--- config.mk ---
export PLATFORM = sky130hd
export DESIGN_NAME = emmc_init_seq
export DESIGN_NICKNAME = d
export VERILOG_FILES = /design/src/rtl/emmc_init_pkg.sv /design/src/rtl/emmc_init_timer.sv /design/src/rtl/emmc_init_cmd_rom.sv /design/src/rtl/emmc_init_rsp_eval.sv /design/src/rtl/emmc_init_seq.sv
export SDC_FILE = /design/constraint.sdc
export NUM_CORES = 1
export LEC_CHECK = 0
export ABC_AREA = 1
export BUFFER_PORTS_ARGS = -buffer_cell sky130_fd_sc_hd__clkbuf_2
export CAP_MARGIN = 15
export CORE_MARGIN = 2
export CORE_UTILIZATION = 41
export CTS_CLUSTER_DIAMETER = 40
export CTS_CLUSTER_SIZE = 16
export DETAILED_ROUTE_END_ITERATION = 6
export SYNTH_ARGS = -nofsm -noshare
export SYNTH_HDL_FRONTEND = slang
export SYNTH_HIERARCHICAL = 1
export SYNTH_SLANG_ARGS = --single-unit
export TNS_END_PERCENT = 50
--- constraint.sdc ---
create_clock -name clk -period 3 [get_ports clk]
set_input_delay 0.3 -clock clk [delete_from_list [all_inputs] [get_ports clk]]
set_output_delay 0.3 -clock clk [all_outputs]
set_load 0.01 [all_outputs]
--- src/rtl/emmc_init_pkg.sv ---
package emmc_init_pkg;

  typedef enum logic [1:0] {
    RSP_NONE       = 2'd0,
    RSP_SHORT      = 2'd1,
    RSP_LONG       = 2'd2,
    RSP_SHORT_BUSY = 2'd3
  } rsp_kind_e;

  typedef enum logic [3:0] {
    ST_GO_IDLE,
    ST_OPCOND,
    ST_CID,
    ST_RCA,
    ST_CSD,
    ST_SELECT,
    ST_CID_CHK,
    ST_EXTCSD,
    ST_SWITCH,
    ST_STATUS,
    ST_STOP
  } step_e;

  typedef enum logic [1:0] {
    PH_IDLE,
    PH_WAIT,
    PH_ISSUE,
    PH_RESP
  } phase_e;

  localparam logic [31:0] OCR_ARG     = 32'h40FF_8000;
  localparam logic [3:0]  DEV_ST_IDLE = 4'd0;
  localparam logic [3:0]  DEV_ST_TRAN = 4'd4;
  localparam logic [7:0]  TIMING_BYTE = 8'd185;

  function automatic logic [31:0] switch_arg(input logic [7:0] idx,
                                             input logic [7:0] val,
                                             input logic [2:0] cset);
    return {6'd0, 2'b11, idx, val, 5'd0, cset};
  endfunction

  function automatic logic r1_has_error(input logic [31:0] w);
    return (|w[31:16]) | w[7];
  endfunction

endpackage

--- src/rtl/emmc_init_timer.sv ---
module emmc_init_timer #(
  parameter int TW        = 16,
  parameter int RESET_VAL = 100
) (
  input  logic          clk,
  input  logic          rst_n,
  input  logic          load,
  input  logic [TW-1:0] load_val,
  output logic          expired
);
  logic [TW-1:0] cnt;

  always_ff @(posedge clk) begin
    if (!rst_n)            cnt <= TW'(RESET_VAL);
    else if (load)         cnt <= load_val;
    else if (cnt != '0)    cnt <= cnt - 1'b1;
  end

  assign expired = (cnt == '0);


  cnt_dec_chk: assert property (@(posedge clk) disable iff (!rst_n)
    (!load && cnt != '0) |=> (cnt == $past(cnt) - 1'b1));


  cnt_load_chk: assert property (@(posedge clk) disable iff (!rst_n)
    load |=> (cnt == $past(load_val)));
endmodule

--- src/rtl/emmc_init_cmd_rom.sv ---
module emmc_init_cmd_rom
  import emmc_init_pkg::*;
#(
  parameter logic [15:0] RCA       = 16'h0001,
  parameter logic [7:0]  SPEED_SEL = 8'h02,
  parameter logic [2:0]  CMD_SET   = 3'd0
) (
  input  step_e       step,
  output logic [5:0]  idx,
  output logic [31:0] arg,
  output logic [1:0]  kind
);
  localparam logic [31:0] ADDR_ARG = {RCA, 16'h0000};

  always_comb begin
    idx  = 6'd0;
    arg  = 32'h0;
    kind = RSP_SHORT;
    case (step)
      ST_GO_IDLE: begin idx = 6'd0;  arg = 32'h0;    kind = RSP_SHORT;      end
      ST_OPCOND:  begin idx = 6'd1;  arg = OCR_ARG;  kind = RSP_SHORT;      end
      ST_CID:     begin idx = 6'd2;  arg = 32'h0;    kind = RSP_LONG;       end
      ST_RCA:     begin idx = 6'd3;  arg = ADDR_ARG; kind = RSP_SHORT;      end
      ST_CSD:     begin idx = 6'd9;  arg = ADDR_ARG; kind = RSP_LONG;       end
      ST_SELECT:  begin idx = 6'd7;  arg = ADDR_ARG; kind = RSP_SHORT_BUSY; end
      ST_CID_CHK: begin idx = 6'd2;  arg = 32'h0;    kind = RSP_LONG;       end
      ST_EXTCSD:  begin idx = 6'd8;  arg = ADDR_ARG; kind = RSP_SHORT;      end
      ST_SWITCH:  begin idx = 6'd6;  arg = switch_arg(TIMING_BYTE, SPEED_SEL, CMD_SET);
                        kind = RSP_SHORT_BUSY; end
      ST_STATUS:  begin idx = 6'd13; arg = ADDR_ARG; kind = RSP_SHORT;      end
      ST_STOP:    begin idx = 6'd12; arg = ADDR_ARG; kind = RSP_SHORT_BUSY; end
      default:    begin idx = 6'd0;  arg = 32'h0;    kind = RSP_NONE;       end
    endcase
  end
endmodule

--- src/rtl/emmc_init_rsp_eval.sv ---
module emmc_init_rsp_eval
  import emmc_init_pkg::*;
(
  input  step_e          step,
  input  logic [127:0]   rsp_word,
  input  logic           rsp_timeout,
  input  logic           rsp_crc_err,
  input  logic [127:0]   cid_ref,
  output logic           is_err,
  output logic           not_ready,
  output logic           cid_bad
);
  logic [31:0] w;
  assign w = rsp_word[31:0];

  always_comb begin
    is_err    = rsp_timeout | rsp_crc_err;
    not_ready = 1'b0;
    cid_bad   = 1'b0;
    case (step)
      ST_GO_IDLE: is_err = is_err | r1_has_error(w) | (w[12:9] != DEV_ST_IDLE);
      ST_OPCOND:  not_ready = !is_err && !w[31];
      ST_CID, ST_CSD: ;
      ST_CID_CHK: cid_bad = !is_err && (rsp_word != cid_ref);
      ST_STATUS: begin
        is_err    = is_err | r1_has_error(w);
        not_ready = !is_err && !((w[12:9] == DEV_ST_TRAN) && w[8]);
      end
      default:    is_err = is_err | r1_has_error(w);
    endcase
  end
endmodule

--- src/rtl/emmc_init_seq.sv ---
module emmc_init_seq
  import emmc_init_pkg::*;
#(
  parameter int          CLK_HZ     = 50_000_000,
  parameter int          POWERUP_MS = 5,
  parameter int          SETTLE_MS  = 1,
  parameter int          MAX_POLLS  = 1000,
  parameter int          MAX_RETRY  = 3,
  parameter logic [15:0] RCA        = 16'h0001,
  parameter logic [7:0]  SPEED_SEL  = 8'h02,
  parameter logic [2:0]  CMD_SET    = 3'd0
) (
  input  logic         clk,
  input  logic         rst_n,
  input  logic         start,
  output logic         cmd_valid,
  input  logic         cmd_ready,
  output logic [5:0]   cmd_index,
  output logic [31:0]  cmd_arg,
  output logic [1:0]   cmd_rsp_kind,
  input  logic         rsp_valid,
  output logic         rsp_ready,
  input  logic [127:0] rsp_word,
  input  logic         rsp_timeout,
  input  logic         rsp_crc_err,
  output logic         init_done,
  output logic         init_failed
);
  localparam int TICKS_MS  = CLK_HZ / 1000;
  localparam int PWR_TICKS = POWERUP_MS * TICKS_MS;
  localparam int SET_TICKS = SETTLE_MS * TICKS_MS;
  localparam int MAXT      = (PWR_TICKS > SET_TICKS) ? PWR_TICKS : SET_TICKS;
  localparam int TW        = $clog2(MAXT + 2);
  localparam int PW        = $clog2(MAX_POLLS + 2);
  localparam int RW        = $clog2(MAX_RETRY + 2);

  phase_e         phase;
  step_e          step;
  step_e          rom_step;
  logic           in_stop;
  logic [PW-1:0]  poll_cnt;
  logic [RW-1:0]  retry_cnt;
  logic [127:0]   cid_q;
  logic           done_q, fail_q;

  logic           ev_err, ev_not_ready, ev_cid_bad;
  logic           rsp_fire, step_ok;
  logic           tmr_load, tmr_expired;
  logic [TW-1:0]  tmr_val;

  assign rom_step = in_stop ? ST_STOP : step;

  emmc_init_cmd_rom #(
    .RCA(RCA), .SPEED_SEL(SPEED_SEL), .CMD_SET(CMD_SET)
  ) u_rom (
    .step(rom_step), .idx(cmd_index), .arg(cmd_arg), .kind(cmd_rsp_kind)
  );

  emmc_init_rsp_eval u_eval (
    .step(step), .rsp_word(rsp_word), .rsp_timeout(rsp_timeout),
    .rsp_crc_err(rsp_crc_err), .cid_ref(cid_q),
    .is_err(ev_err), .not_ready(ev_not_ready), .cid_bad(ev_cid_bad)
  );

  emmc_init_timer #(
    .TW(TW), .RESET_VAL(PWR_TICKS)
  ) u_timer (
    .clk(clk), .rst_n(rst_n), .load(tmr_load), .load_val(tmr_val),
    .expired(tmr_expired)
  );

  assign rsp_fire = (phase == PH_RESP) && rsp_valid;
  assign step_ok  = rsp_fire && !in_stop && !ev_err && !ev_not_ready && !ev_cid_bad;

  always_comb begin
    tmr_load = 1'b0;
    tmr_val  = TW'(SET_TICKS);
    if (phase == PH_IDLE && start) begin
      tmr_load = 1'b1;
      tmr_val  = TW'(PWR_TICKS);
    end else if (step_ok && step == ST_SWITCH) begin
      tmr_load = 1'b1;
    end
  end

  always_ff @(posedge clk) begin
    if (!rst_n) begin
      phase     <= PH_WAIT;
      step      <= ST_GO_IDLE;
      in_stop   <= 1'b0;
      poll_cnt  <= '0;
      retry_cnt <= '0;
      cid_q     <= '0;
      done_q    <= 1'b0;
      fail_q    <= 1'b0;
    end else begin
      case (phase)
        PH_IDLE: begin
          if (start) begin
            phase     <= PH_WAIT;
            step      <= ST_GO_IDLE;
            in_stop   <= 1'b0;
            poll_cnt  <= '0;
            retry_cnt <= '0;
            done_q    <= 1'b0;
            fail_q    <= 1'b0;
          end
        end
        PH_WAIT: begin
          if (tmr_expired) phase <= PH_ISSUE;
        end
        PH_ISSUE: begin
          if (cmd_ready) phase <= PH_RESP;
        end
        PH_RESP: begin
          if (rsp_valid) begin
            if (in_stop) begin
              in_stop <= 1'b0;
              phase   <= PH_ISSUE;
            end else if (ev_cid_bad) begin
              fail_q <= 1'b1;
              phase  <= PH_IDLE;
            end else if (ev_err) begin
              if (retry_cnt == RW'(MAX_RETRY)) begin
                fail_q <= 1'b1;
                phase  <= PH_IDLE;
              end else begin
                retry_cnt <= retry_cnt + 1'b1;
                in_stop   <= 1'b1;
                phase     <= PH_ISSUE;
              end
            end else if (ev_not_ready) begin
              if (poll_cnt == PW'(MAX_POLLS - 1)) begin
                fail_q <= 1'b1;
                phase  <= PH_IDLE;
              end else begin
                poll_cnt <= poll_cnt + 1'b1;
                phase    <= PH_ISSUE;
              end
            end else begin
              poll_cnt  <= '0;
              retry_cnt <= '0;
              if (step == ST_CID) cid_q <= rsp_word;
              case (step)
                ST_SWITCH: begin step <= ST_STATUS; phase <= PH_WAIT; end
                ST_STATUS: begin done_q <= 1'b1; phase <= PH_IDLE; end
                default:   begin step <= step_e'(step + 4'd1); phase <= PH_ISSUE; end
              endcase
            end
          end
        end
        default: phase <= PH_IDLE;
      endcase
    end
  end

  assign cmd_valid   = (phase == PH_ISSUE);
  assign rsp_ready   = (phase == PH_RESP);
  assign init_done   = done_q;
  assign init_failed = fail_q;


  cmd_hold_chk: assert property (@(posedge clk) disable iff (!rst_n)
    (cmd_valid && !cmd_ready) |=> (cmd_valid && $stable(cmd_index) && $stable(cmd_arg)));


  rsp_once_chk: assert property (@(posedge clk) disable iff (!rst_n)
    (rsp_valid && rsp_ready) |=> !rsp_ready);


  rca_field_chk: assert property (@(posedge clk) disable iff (!rst_n)
    (cmd_valid && (cmd_index == 6'd3 || cmd_index == 6'd7 || cmd_index == 6'd8 ||
                   cmd_index == 6'd9 || cmd_index == 6'd12 || cmd_index == 6'd13))
      |-> (cmd_arg == {RCA, 16'h0000}));


  flags_excl_chk: assert property (@(posedge clk) disable iff (!rst_n)
    init_done |-> !init_failed);


  quiet_chk: assert property (@(posedge clk) disable iff (!rst_n)
    (init_done || init_failed) |-> !cmd_valid);


  cid_stop_chk: assert property (@(posedge clk) disable iff (!rst_n)
    (rsp_fire && !in_stop && ev_cid_bad) |=> (init_failed && !cmd_valid));
endmodule

==> out/qor.txt, run 1 <==
H-tree depth -> 4
Seq cells post-synth -> 168
Final WL -> 24.5 mm
Starting DRT DRC Count -> 463
Chip height -> 161 um
CTS sink count -> 168
I/O Buffers -> 157
Power density over cell area -> 550 nW/um2
Met3 Use GR -> 4.73%
Layout area overhead -> 16.4%
Final Cycle Share -> 91.3%
Fraction of registers with async set/reset -> 0%
Worst-Skew Late Latency -> 0.43 ns
ANT nets after route -> 0
Vias -> 9648
Pre-Repair DR Iteration Count -> 4
Vias in the first global route -> 8875
DP Area -> 11200 um2
Startpoint types -> flop
Initial antenna violation count -> 1
Layout Skew -> 0.0207 ns
GPL Wtd Cong -> 0.839
Area of all placed cells without fillers -> 11800 um2
Starting Density -> 41.7%
Synthesized area per cell -> 6.04 um2
Max_cap viols -> 0
Clk pin slew, worst setup/hold paths -> 0.08 ns
Status -> complete, no violations
Max-slew violation count -> 0
Final setup violation count -> 0
Synth Cell Area -> 10100 um2
Gr ovfl total -> 0
Num rows -> 57
Met2 usage -> 33.0%
Rel. slew slack -> 53.0%
Crit Path Class -> flop to flop
Post-synth top flop -> dfxtp_1
DRC violations left -> 0
Average wire per standard cell -> 11.4 um
CTS Buf Count -> 17
Post-layout util -> 48.5%
GRT Overall Usage -> 19.4%
Cells after Synth -> 1679
Via density -> 4.48
Hold Slack -> 0.135 ns
Worst-Margin Slew -> 0.702 ns
Root Driver -> clkbuf_16
Crit end category -> flop
DP Wirelength -> 17.6 mm
Leak pwr -> 0.00578 uW
RSZ-0062 raised after global routing -> true
Max IR drop VDD -> 377 uV
# diodes -> 0
Hold Buf Count CTS -> 0
Total power -> 6490 uW
Register Area -> 3360 um2
Area of the multi-input gates -> 5640 um2
Die ar. -> 26000 um2
Setup repair bufs after CTS -> 0
Yosys warnings -> 6
Layout cell share with drive strength beyond 1 -> 13.3%
Pin count of the biggest net entering global routing -> 126
Achievable Freq -> 0.365 GHz
Post-synth EDFFs -> 0
M1 GR Usage -> 24.7%
Die W -> 161 um
Global-route wire length before repair -> 41.6 mm
Clock Tree Buf Depth -> 2
Final hold viol count -> 0
Fin crit period -> 2.74 ns
FILL cells -> 2517
Register area share after synthesis -> 33.2%
Netlist cell types -> 41
CP Max Fanout -> 87
Hold Path Class -> primary input to flop
Boundary pin count -> 179
CORE AREA -> 24300 um2
Most Used Layer, Global Route -> met2
TritonCTS clock tree -> done
Crit path required time -> 3.32 ns
CP arrival -> 3.06 ns
Fin nets -> 1964
==> cells in the final DEF, fill, tap and decap left out, types with 3 or more instances in the layout <==
| master | instances |
|---|---|
| nor2_1 | 481 |
| nand2_1 | 381 |
| inv_1 | 198 |
| dfxtp_1 | 168 |
| clkbuf_2 | 156 |
| o21ai_0 | 95 |
| nand3_1 | 56 |
| o21ai_1 | 53 |
| xor2_1 | 45 |
| conb_1 | 32 |
| a21oi_1 | 26 |
| clkbuf_16 | 17 |
| ha_1 | 13 |
| nand4_1 | 10 |
| nor2_4 | 9 |
| buf_4 | 8 |
| nor3_1 | 7 |
| nor2_2 | 7 |
| or2_2 | 5 |
| inv_6 | 5 |
| buf_12 | 5 |
| nand2_2 | 4 |
| inv_2 | 4 |
| nand2_4 | 4 |
| inv_8 | 4 |
| bufinv_16 | 3 |
| xnor2_1 | 3 |
==> registers in the layout, indices dropped and copies added (netlist names) <==
signal	flops
cid_q	128
in_stop	1
init_done	1
init_failed	1
phase	2
poll_cnt	10
retry_cnt	3
step	4
u_timer/cnt	18
==> metrics by stage <==
stage          worst slack, ns  setup TNS (ns)  instances
6_report                 0.261               0       2153
5_1_grt                -0.0177          -0.168       2153
4_1_cts                  0.241               0       2153
3_5_place_dp             0.198               0       2121
3_3_place_gp             0.244               0       2121
2_1_floorplan            0.734               0       1708
==> final cells by class <==
| cell class | instances | area share, % |
|---|---|---|
| Multi-Input combinational cell | 1253 | 47.8 |
| Sequential cell | 168 | 28.5 |
| Timing Repair Buffer | 172 | 8.40 |
| Inverter | 204 | 6.53 |
| Clock buffer | 17 | 3.60 |
| Tap cell | 324 | 3.44 |
| Clock inverter | 15 | 1.76 |
==> Yosys cell counts, types with 5 or more instances <==
master	number	area (um2)
nor2_1	481	1810
nand2_1	382	1430
inv_1	199	747
dfxtp_1	168	3360
o21ai_0	105	526
nand3_1	56	280
xor2_1	45	394
o21ai_1	43	215
buf_4	42	315
clkbuf_1	28	105
a21oi_1	26	130
ha_1	13	163
buf_2	12	60.1
nand4_1	10	62.6
nor2_4	9	101
nor2_2	7	43.8
nor3_1	7	35.0
or2_2	5	31.3
==> cell families after synthesis <==
| kind of cell | share of synthesized area [%] |
|---|---|
| simple gates | 39.3 |
| buf+inv | 12.4 |
| compound gates | 9.26 |
| flops | 33.2 |
| xor+xnor | 4.15 |
| fa+ha+maj | 1.60 |
| other cells | 0.111 |
==> worst paths after layout <==
path / start / to / slack [ns] / cells past startpoint
setup reg to reg: cid_q[67] / cid_q[85] / 0.26 / 19
hold reg to reg: retry_cnt[1] / retry_cnt[1] / 0.47 / 2
hold / removal: rsp_word[88] / cid_q[88] / 0.13 / 3
setup / recovery: cid_q[67] / cid_q[85] / 0.26 / 19
==> routing by layer <==
layer	share of wire [%]	vias up
met1	48	4156
met4	1.1	2
li1	-	5333
met3	4.4	16
met2	46	141
met5	0.053	-
==> power breakdown <==
group / leakage (uW) / total (uW) / internal [uW] / switching (uW)
sequential: 0.00136 / 2460 / 2340 / 128
clock: 0.000309 / 2390 / 1350 / 1030
combinational: 0.00412 / 1640 / 605 / 1030
==> worst max-delay path: stages, from the launching register on <==
cell and delay, ns:
dfxtp_1 0.35, inv_1 0.05, nand2_1 0.05, nand2_1 0.05
nor2_1 0.14, nand2_1 0.07, nor2_1 0.16, nand2_1 0.12
nor2_1 0.16, nand2_1 0.07, nor2_1 0.12, nor2_1 0.07
inv_1 0.10, nand3_1 0.18, nor3_2 0.18, buf_4 0.15
nand2_4 0.07, buf_12 0.24, o21ai_0 0.22, nor2_1 0.06
==> timing repair <==
action,in CTS,in global routing
endpoints found under the setup margin,0,81
endpoints found under the hold margin,0,0
gates resized for setup,0,15
Note: power is estimated with default switching activity, not from simulation.
==> run 2: changes to the inputs <==
--- a/config.mk
+++ b/config.mk
@@ -13,6 +13,7 @@
 export CTS_CLUSTER_DIAMETER = 40
 export CTS_CLUSTER_SIZE = 16
 export DETAILED_ROUTE_END_ITERATION = 6
+export PLACE_DENSITY_LB_ADDON = 0.1
 export SYNTH_ARGS = -nofsm -noshare
 export SYNTH_HDL_FRONTEND = slang
 export SYNTH_HIERARCHICAL = 1
==> run 2 against run 1 <==
Net effect:
- fmax up 0.85%
- critical path depth increased by 1
- sequential share of layout area shrank 0.11 points
- clock-buffer cell count is 2 higher
- sequential cell count did not move
- cell count increased by 0.33%
- routed wire length is 1.8% higher
- clock power is 7% lower
- critical path type unchanged
- critical endpoint is now u_timer/cnt[12]
- largest cell class unchanged
- largest power group unchanged
==> out/qor.txt, run 2 (synthesis results as in run 1) <==
Area of all placed cells without fillers -> 11800 um2 (about the same)
Dpl ws -> 0.161 ns (was 0.198 ns)
I/O Buffers -> 157 (unchanged)
Pin count of the biggest net entering global routing -> 82 (was 126)
CP arrival -> 3.00 ns (was 3.06 ns)
Critical R2R Capture -> u_timer/cnt[12] (was cid_q[85])
Layout Skew -> 0.0116 ns (was 0.0207 ns)
Root Driver -> clkbuf_16 (unchanged)
H-tree depth -> 4 (unchanged)
PnR worst setup slack -> 0.284 ns (was 0.261 ns)
Layout cell share with drive strength beyond 1 -> 13.7% (was 13.3%)
Hold Buf Count CTS -> 0 (unchanged)
Clk pin slew, worst setup/hold paths -> 0.07 ns (was 0.08 ns)
Hold Path Class -> primary input to flop (unchanged)
Fin crit period -> 2.72 ns (was 2.74 ns)
Gr ovfl total -> 0 (unchanged)
DP Wirelength -> 17.6 mm (about the same)
Vias in the first global route -> 8797 (was 8875)
Boundary pin count -> 179 (unchanged)
Crit Path Class -> flop to flop (unchanged)
Reg-to-reg startpoint -> cid_q[42] (was cid_q[67])
Pre-Repair DR Iteration Count -> 5 (was 4)
Via density -> 4.49 (was 4.48)
Max FFs per register -> 128 (unchanged)
Starting Density -> 41.7% (unchanged)
Clock Tree Buf Depth -> 2 (unchanged)
Status -> complete, no violations (unchanged)
CTS sink count -> 168 (unchanged)
Num rows -> 57 (unchanged)
Global-route wire length before repair -> 41.5 mm (was 41.6 mm)
Final setup violation count -> 0 (unchanged)
Max-slew violation count -> 0 (unchanged)
Starting DRT DRC Count -> 514 (was 463)
Average wire per standard cell -> 11.6 um (was 11.4 um)
Worst-Margin Slew -> 0.800 ns (was 0.702 ns)
Power density over cell area -> 534 nW/um2 (was 550 nW/um2)
Critical Path Stages -> 20 (was 19)
Most used cell, CP -> nand2_1 (was nor2_1)
Final hold viol count -> 0 (unchanged)
Vias -> 9694 (was 9648)
Fin nets -> 1971 (was 1964)
FF-to-FF path depth -> 20 (was 19)
Die W -> 161 um (unchanged)
Post-Layout Cell Count -> 2160 (was 2153)
GRT Overall Usage -> 19.4% (about the same)
FILL cells -> 2565 (was 2517)
CP Capture Point -> u_timer/cnt[12] (was cid_q[85])
Most frequent cells in the layout -> 480 x nor2_1, 381 x nand2_1, 198 x inv_1 (was 481 x nor2_1, 381 x nand2_1, 198 x inv_1)
Worst-Skew Late Latency -> 0.42 ns (was 0.43 ns)
Total power -> 6330 uW (was 6490 uW)
CP peak stage delay -> 0.34 ns (was 0.35 ns)
TritonCTS clock tree -> done (unchanged)
Crit end category -> flop (unchanged)
Startpoint types -> flop (unchanged)
Die ar. -> 26000 um2 (unchanged)
Reg with most FFs -> cid_q (unchanged)
CTS Buf Count -> 17 (unchanged)
Max_cap viols -> 0 (unchanged)
Chip height -> 161 um (unchanged)
Rel. slew slack -> 46.7% (was 53.0%)
CP Max Fanout -> 6 (was 87)
Initial antenna violation count -> 3 (was 1)
Most common library cell in the layout ignoring fill and taps -> nor2_1 (unchanged)
CORE AREA -> 24300 um2 (unchanged)
ANT nets after route -> 0 (unchanged)
Leak pwr -> 0.00577 uW (was 0.00578 uW)
Final WL -> 25.0 mm (was 24.5 mm)
R2R Setup Slk -> 0.28 ns (was 0.26 ns)
Achievable Freq -> 0.368 GHz (was 0.365 GHz)
Top flop regs -> cid_q x128, u_timer/cnt x18, poll_cnt x10 (unchanged)
Family with the most delay on the worst path -> simple AND/OR/NAND/NOR gates (unchanged)
Crit path required time -> 3.28 ns (was 3.32 ns)
Max IR drop VDD -> 325 uV (was 377 uV)
Layout area overhead -> 16.8% (was 16.4%)
DP Area -> 11100 um2 (was 11200 um2)
Crit. Startpoint -> cid_q[42] (was cid_q[67])
Placed Cells -> 2124 (was 2121)
GPL Wtd Cong -> 0.861 (was 0.839)
Crit-path slowest cell -> dfxtp_1 (unchanged)
Crit-path cells -> inv_1 > nand2_1 > nand2_1 > nor2_1 > nand2_1 > nor2_1 > nand2_1 > nor2_1 > nand2_1 > nor2_1 > nor2_1 > inv_1 > nand3_2 > nor3_2 > nand2_1 > nand2_1 > clkinvlp_4 > or2_2 > nand3_1 > nand2_1 (was inv_1 > nand2_1 > nand2_1 > nor2_1 > nand2_1 > nor2_1 > nand2_1 > nor2_1 > nand2_1 > nor2_1 > nor2_1 > inv_1 > nand3_1 > nor3_2 > buf_4 > nand2_4 > buf_12 > o21ai_0 > nor2_1)
Final Cycle Share -> 90.5% (was 91.3%)
DRC violations left -> 0 (unchanged)
Worst Path Buf+Inv -> 3 (was 4)
-- run 2: how the worst min path moves through the flow --
stage                            start         endpoint  slack (ns)  cells after the start
after floorplan                  rst_n  u_timer/cnt[12]        0.37                      1
after global placement     init_failed      init_failed        0.44                      2
after detailed placement   init_failed      init_failed        0.47                      2
after CTS                  rsp_word[4]         cid_q[4]        0.12                      3
after global routing      rsp_word[63]        cid_q[63]        0.12                      3
final                      rsp_word[4]         cid_q[4]        0.14                      3
-- run 2: stage by stage --
step                      setup TNS [ns]  hold slack [ns]  util, %
after detailed placement               0            0.465     45.7
after floorplan                        0            0.369        -
after global placement                 0            0.443     45.7
final                                  0            0.137     48.7
after CTS                              0            0.116     48.1
after global routing             -0.0435            0.123     48.7
-- run 2: worst reg2reg max path, delay by kind of cell (launching register included) --
family,cells,cell delay (ns)
buffers and inverters,3,0.34
flip-flops,1,0.34
AND/OR/NAND/NOR,17,1.90
-- run 2: area by class of cell --
class / instances / area [um2] / area share [%]
multi-input cells: 1253 / 5650 / 47.7
flip-flops and latches: 168 / 3360 / 28.4
repair buffers: 179 / 1050 / 8.90
inverters: 204 / 782 / 6.60
clock buffers: 19 / 443 / 3.74
well taps: 324 / 405 / 3.42
clock inverters: 12 / 143 / 1.20
diodes: 1 / 2.50 / 0.0211
-- run 2: metal layers --
| metal | GRT usage, % | up-vias | routed length, um |
|---|---|---|---|
| li1 | - | 5344 | - |
| met1 | 24.7 | 4128 | 11900 |
| met2 | 31.9 | 191 | 11200 |
| met3 | 5.80 | 27 | 1470 |
| met4 | 5.19 | 4 | 415 |
| met5 | 0 | - | 27 |
-- run 2: power by group --
| part | switching (uW) | internal, uW |
|---|---|---|
| registers | 129 | 2340 |
| clock network | 956 | 1260 |
| logic | 1030 | 615 |
-- run 2: repair_timing --
| item | CTS | global route |
|---|---|---|
| setup endpoints to repair | 0 | 134 |
| setup buffers | 0 | 2 |
| resized for setup | 0 | 16 |
| hold endpoints to repair | 0 | 0 |
==> run 3: changes to the inputs <==
--- a/config.mk
+++ b/config.mk
@@ -8,8 +8,11 @@
 export ABC_AREA = 1
 export BUFFER_PORTS_ARGS = -buffer_cell sky130_fd_sc_hd__clkbuf_2
 export CAP_MARGIN = 15
+export CELL_PAD_IN_SITES_DETAIL_PLACEMENT = 1
+export CELL_PAD_IN_SITES_GLOBAL_PLACEMENT = 2
 export CORE_MARGIN = 2
-export CORE_UTILIZATION = 41
+export CORE_UTILIZATION = 30
+export CTS_BUF_LIST = sky130_fd_sc_hd__clkbuf_8
 export CTS_CLUSTER_DIAMETER = 40
 export CTS_CLUSTER_SIZE = 16
 export DETAILED_ROUTE_END_ITERATION = 6
==> run 3 against run 2 <==
Net effect:
- via count up 2.8%
- clock-buffer cell count up 1
- sequential share of layout area about the same
- non-clock buffer count up 5
- fmax up 2.5%
- core utilization down 13 points
- register-to-register slack better by 0.07 ns
- critical path depth unchanged
- sequential power about the same
- global-route usage down 1.8 points
==> out/qor.txt, run 3 (synthesis results as in run 1) <==
Status -> complete, no violations (unchanged)
Pin count of the biggest net entering global routing -> 67 (was 82)
Die ar. -> 35300 um2 (was 26000 um2)
Power density over cell area -> 515 nW/um2 (was 534 nW/um2)
Startpoint types -> flop (unchanged)
RSZ-0062 raised after global routing -> false
Vias in the first global route -> 10126 (was 8797)
CORE AREA -> 33400 um2 (was 24300 um2)
Placed Cells -> 2256 (was 2124)
DP Wirelength -> 22.0 mm (was 17.6 mm)
Chip height -> 188 um (was 161 um)
Total power -> 6110 uW (was 6330 uW)
Root Driver -> clkbuf_8 (was clkbuf_16)
Sw Share -> 34.2% (was 33.4%)
Num rows -> 67 (was 57)
Hold Path Class -> primary input to flop (unchanged)
Crit end category -> flop (unchanged)
Via density -> 4.35 (was 4.49)
Post-route setup TNS -> 0 ns (unchanged)
DRC violations left -> 0 (unchanged)
FF-to-FF path depth -> 20 (unchanged)
Most common library cell in the layout ignoring fill and taps -> nor2_1 (unchanged)
ANT nets after route -> 0 (unchanged)
Reg-to-reg startpoint -> cid_q[101] (was cid_q[42])
Clk pin slew, worst setup/hold paths -> 0.09 ns (was 0.07 ns)
Pre-Repair DR Iteration Count -> 4 (was 5)
R2R Setup Slk -> 0.35 ns (was 0.28 ns)
Final setup violation count -> 0 (unchanged)
Max IR drop VDD -> 272 uV (was 325 uV)
Reg with most FFs -> cid_q (unchanged)
Average wire per standard cell -> 12.9 um (was 11.6 um)
Critical R2R Capture -> u_timer/cnt[12] (unchanged)
Int Pwr -> 4020 uW (was 4210 uW)
CTS Buf Count -> 17 (unchanged)
Fin nets -> 1976 (was 1971)
Boundary pin count -> 179 (unchanged)
H-tree depth -> 4 (unchanged)
I/O Buffers -> 157 (unchanged)
Max-slew violation count -> 0 (unchanged)
Power share of the clock group -> 31.4% (was 35.0%)
Die W -> 188 um (was 161 um)
GRT Overall Usage -> 17.5% (was 19.4%)
Fin crit period -> 2.65 ns (was 2.72 ns)
CP arrival -> 3.02 ns (was 3.00 ns)
Worst-Margin Slew -> 0.685 ns (was 0.800 ns)
CTS sink count -> 168 (unchanged)
Clock Tree Buf Depth -> 2 (unchanged)
Gate power share -> 28.4% (was 26.0%)
Crit Path Class -> flop to flop (unchanged)
Vias -> 9970 (was 9694)
PnR worst setup slack -> 0.351 ns (was 0.284 ns)
TritonCTS clock tree -> done (unchanged)
Crit path required time -> 3.37 ns (was 3.28 ns)
Worst-Skew Late Latency -> 0.49 ns (was 0.42 ns)
CP Max Fanout -> 5 (was 6)
Final hold viol count -> 0 (unchanged)
P_sw -> 2090 uW (was 2120 uW)
Max_cap viols -> 0 (unchanged)
Final WL -> 29.6 mm (was 25.0 mm)
Gr ovfl total -> 0 (unchanged)
Layout cell share with drive strength beyond 1 -> 13.8% (was 13.7%)
Layout area overhead -> 17.0% (was 16.8%)
Initial antenna violation count -> 4 (was 3)
Worst hold start -> rsp_word[1] (was rsp_word[4])
Hold Path Depth -> 3 (unchanged)
Post-Layout Cell Count -> 2290 (was 2160)
Rel. slew slack -> 54.2% (was 46.7%)
GPL Wtd Cong -> 0.788 (was 0.861)
Top flop regs -> cid_q x128, u_timer/cnt x18, poll_cnt x10 (unchanged)
Final Cycle Share -> 88.3% (was 90.5%)
Starting DRT DRC Count -> 272 (was 514)
Most frequent cells in the layout -> 480 x nor2_1, 380 x nand2_1, 201 x inv_1 (was 480 x nor2_1, 381 x nand2_1, 198 x inv_1)
Leak pwr -> 0.00576 uW (was 0.00577 uW)
Dpl ws -> 0.144 ns (was 0.161 ns)
Layout Skew -> 0.0178 ns (was 0.0116 ns)
Post-layout util -> 35.5% (was 48.7%)
Starting Density -> 30.3% (was 41.7%)
WHS Endpoint -> cid_q[1] (was cid_q[4])
Achievable Freq -> 0.377 GHz (was 0.368 GHz)
Hold Buf Count CTS -> 0 (unchanged)
Max FFs per register -> 128 (unchanged)
Global-route wire length before repair -> 50.1 mm (was 41.5 mm)
FILL cells -> 4436 (was 2565)
Sequential fraction of design power -> 40.2% (was 39.0%)
[run 3: cell count changes in the layout (fill, tap and decap cells not counted), moves of 2 or more]
| cell | before | now |
|---|---|---|
| clkbuf_16 | 19 | 0 |
| clkbuf_8 | 1 | 20 |
| buf_4 | 14 | 21 |
| buf_12 | 0 | 6 |
| inv_6 | 4 | 0 |
| bufinv_16 | 2 | 5 |
| inv_1 | 198 | 201 |
| buf_16 | 2 | 0 |
| buf_6 | 3 | 1 |
| buf_8 | 2 | 0 |
| clkinvlp_4 | 4 | 2 |
[run 3: how the worst max path moves through the flow]
stage | startpoint | endpoint | slack, ns | cells past startpoint
final | cid_q[101] | u_timer/cnt[12] | 0.35 | 20
after CTS | cid_q[11] | u_timer/cnt[12] | 0.21 | 20
after floorplan | step[0] | u_timer/cnt[1] | 0.73 | 13
after global placement | rsp_word[11] | u_timer/cnt[12] | 0.21 | 20
after detailed placement | rsp_word[11] | u_timer/cnt[12] | 0.14 | 20
after global routing | cid_q[59] | u_timer/cnt[12] | 0.01 | 20
[run 3: metrics by stage]
stage                     hold slack (ns)  area (um2)
final                              0.0802       11900
after global routing               0.0594       11900
after CTS                          0.0234       11800
after detailed placement            0.448       11400
after global placement              0.444       11400
after floorplan                     0.369       10300
[run 3: per-layer routing]
metal	wire length, um	part of all wire, %	GRT usage (%)	up-vias
met2	13900	47	30.2	112
met5	39	0.13	0	-
met4	219	0.74	3.91	6
li1	-	-	-	5350
met3	1450	4.9	5.02	18
met1	14100	47	21.5	4484
[run 3: worst max-delay path, stage by stage, from the launching register on]
cell and delay, ns:
dfxtp_1 0.37, nand2_1 0.06, inv_1 0.05, nor2_1 0.03, nor2_1 0.12, nand2_1 0.06, nor2_1 0.14, nand2_1 0.13
nor2_1 0.11, nand2_1 0.06, nor2_1 0.15, nor2_1 0.09, inv_1 0.07, nand3_1 0.12, nor3_2 0.15, nand2_1 0.11
nand2_2 0.12, clkinvlp_4 0.18, or2_2 0.30, nand3_1 0.08, nand2_1 0.04
[run 3: layout make-up]
cell class	instances	area, um2	share of cell area, %
well taps	448	561	4.72
flip-flops and latches	168	3360	28.3
clock buffers	20	275	2.32
diodes	2	5.00	0.0422
repair buffers	184	1070	9.01
inverters	204	772	6.51
multi-input cells	1253	5640	47.5
clock inverters	11	179	1.51
[run 3: power groups by stage]
stage / logic [uW] / registers, uW / clock network (uW)
3_5_place_dp: 1730 / 2510 / 0
6_report: 1730 / 2460 / 1920
4_1_cts: 1740 / 2460 / 2020
2_1_floorplan: 1240 / 2490 / 0
5_1_grt: 2000 / 2480 / 2110
3_3_place_gp: 1710 / 2510 / 0
[run 3: what timing repair did]
| action | 4_1_cts | 5_1_grt |
|---|---|---|
| setup endpoints to repair | 0 | 21 |
| resized for setup | 0 | 4 |
| buffers inserted | 0 | 1 |
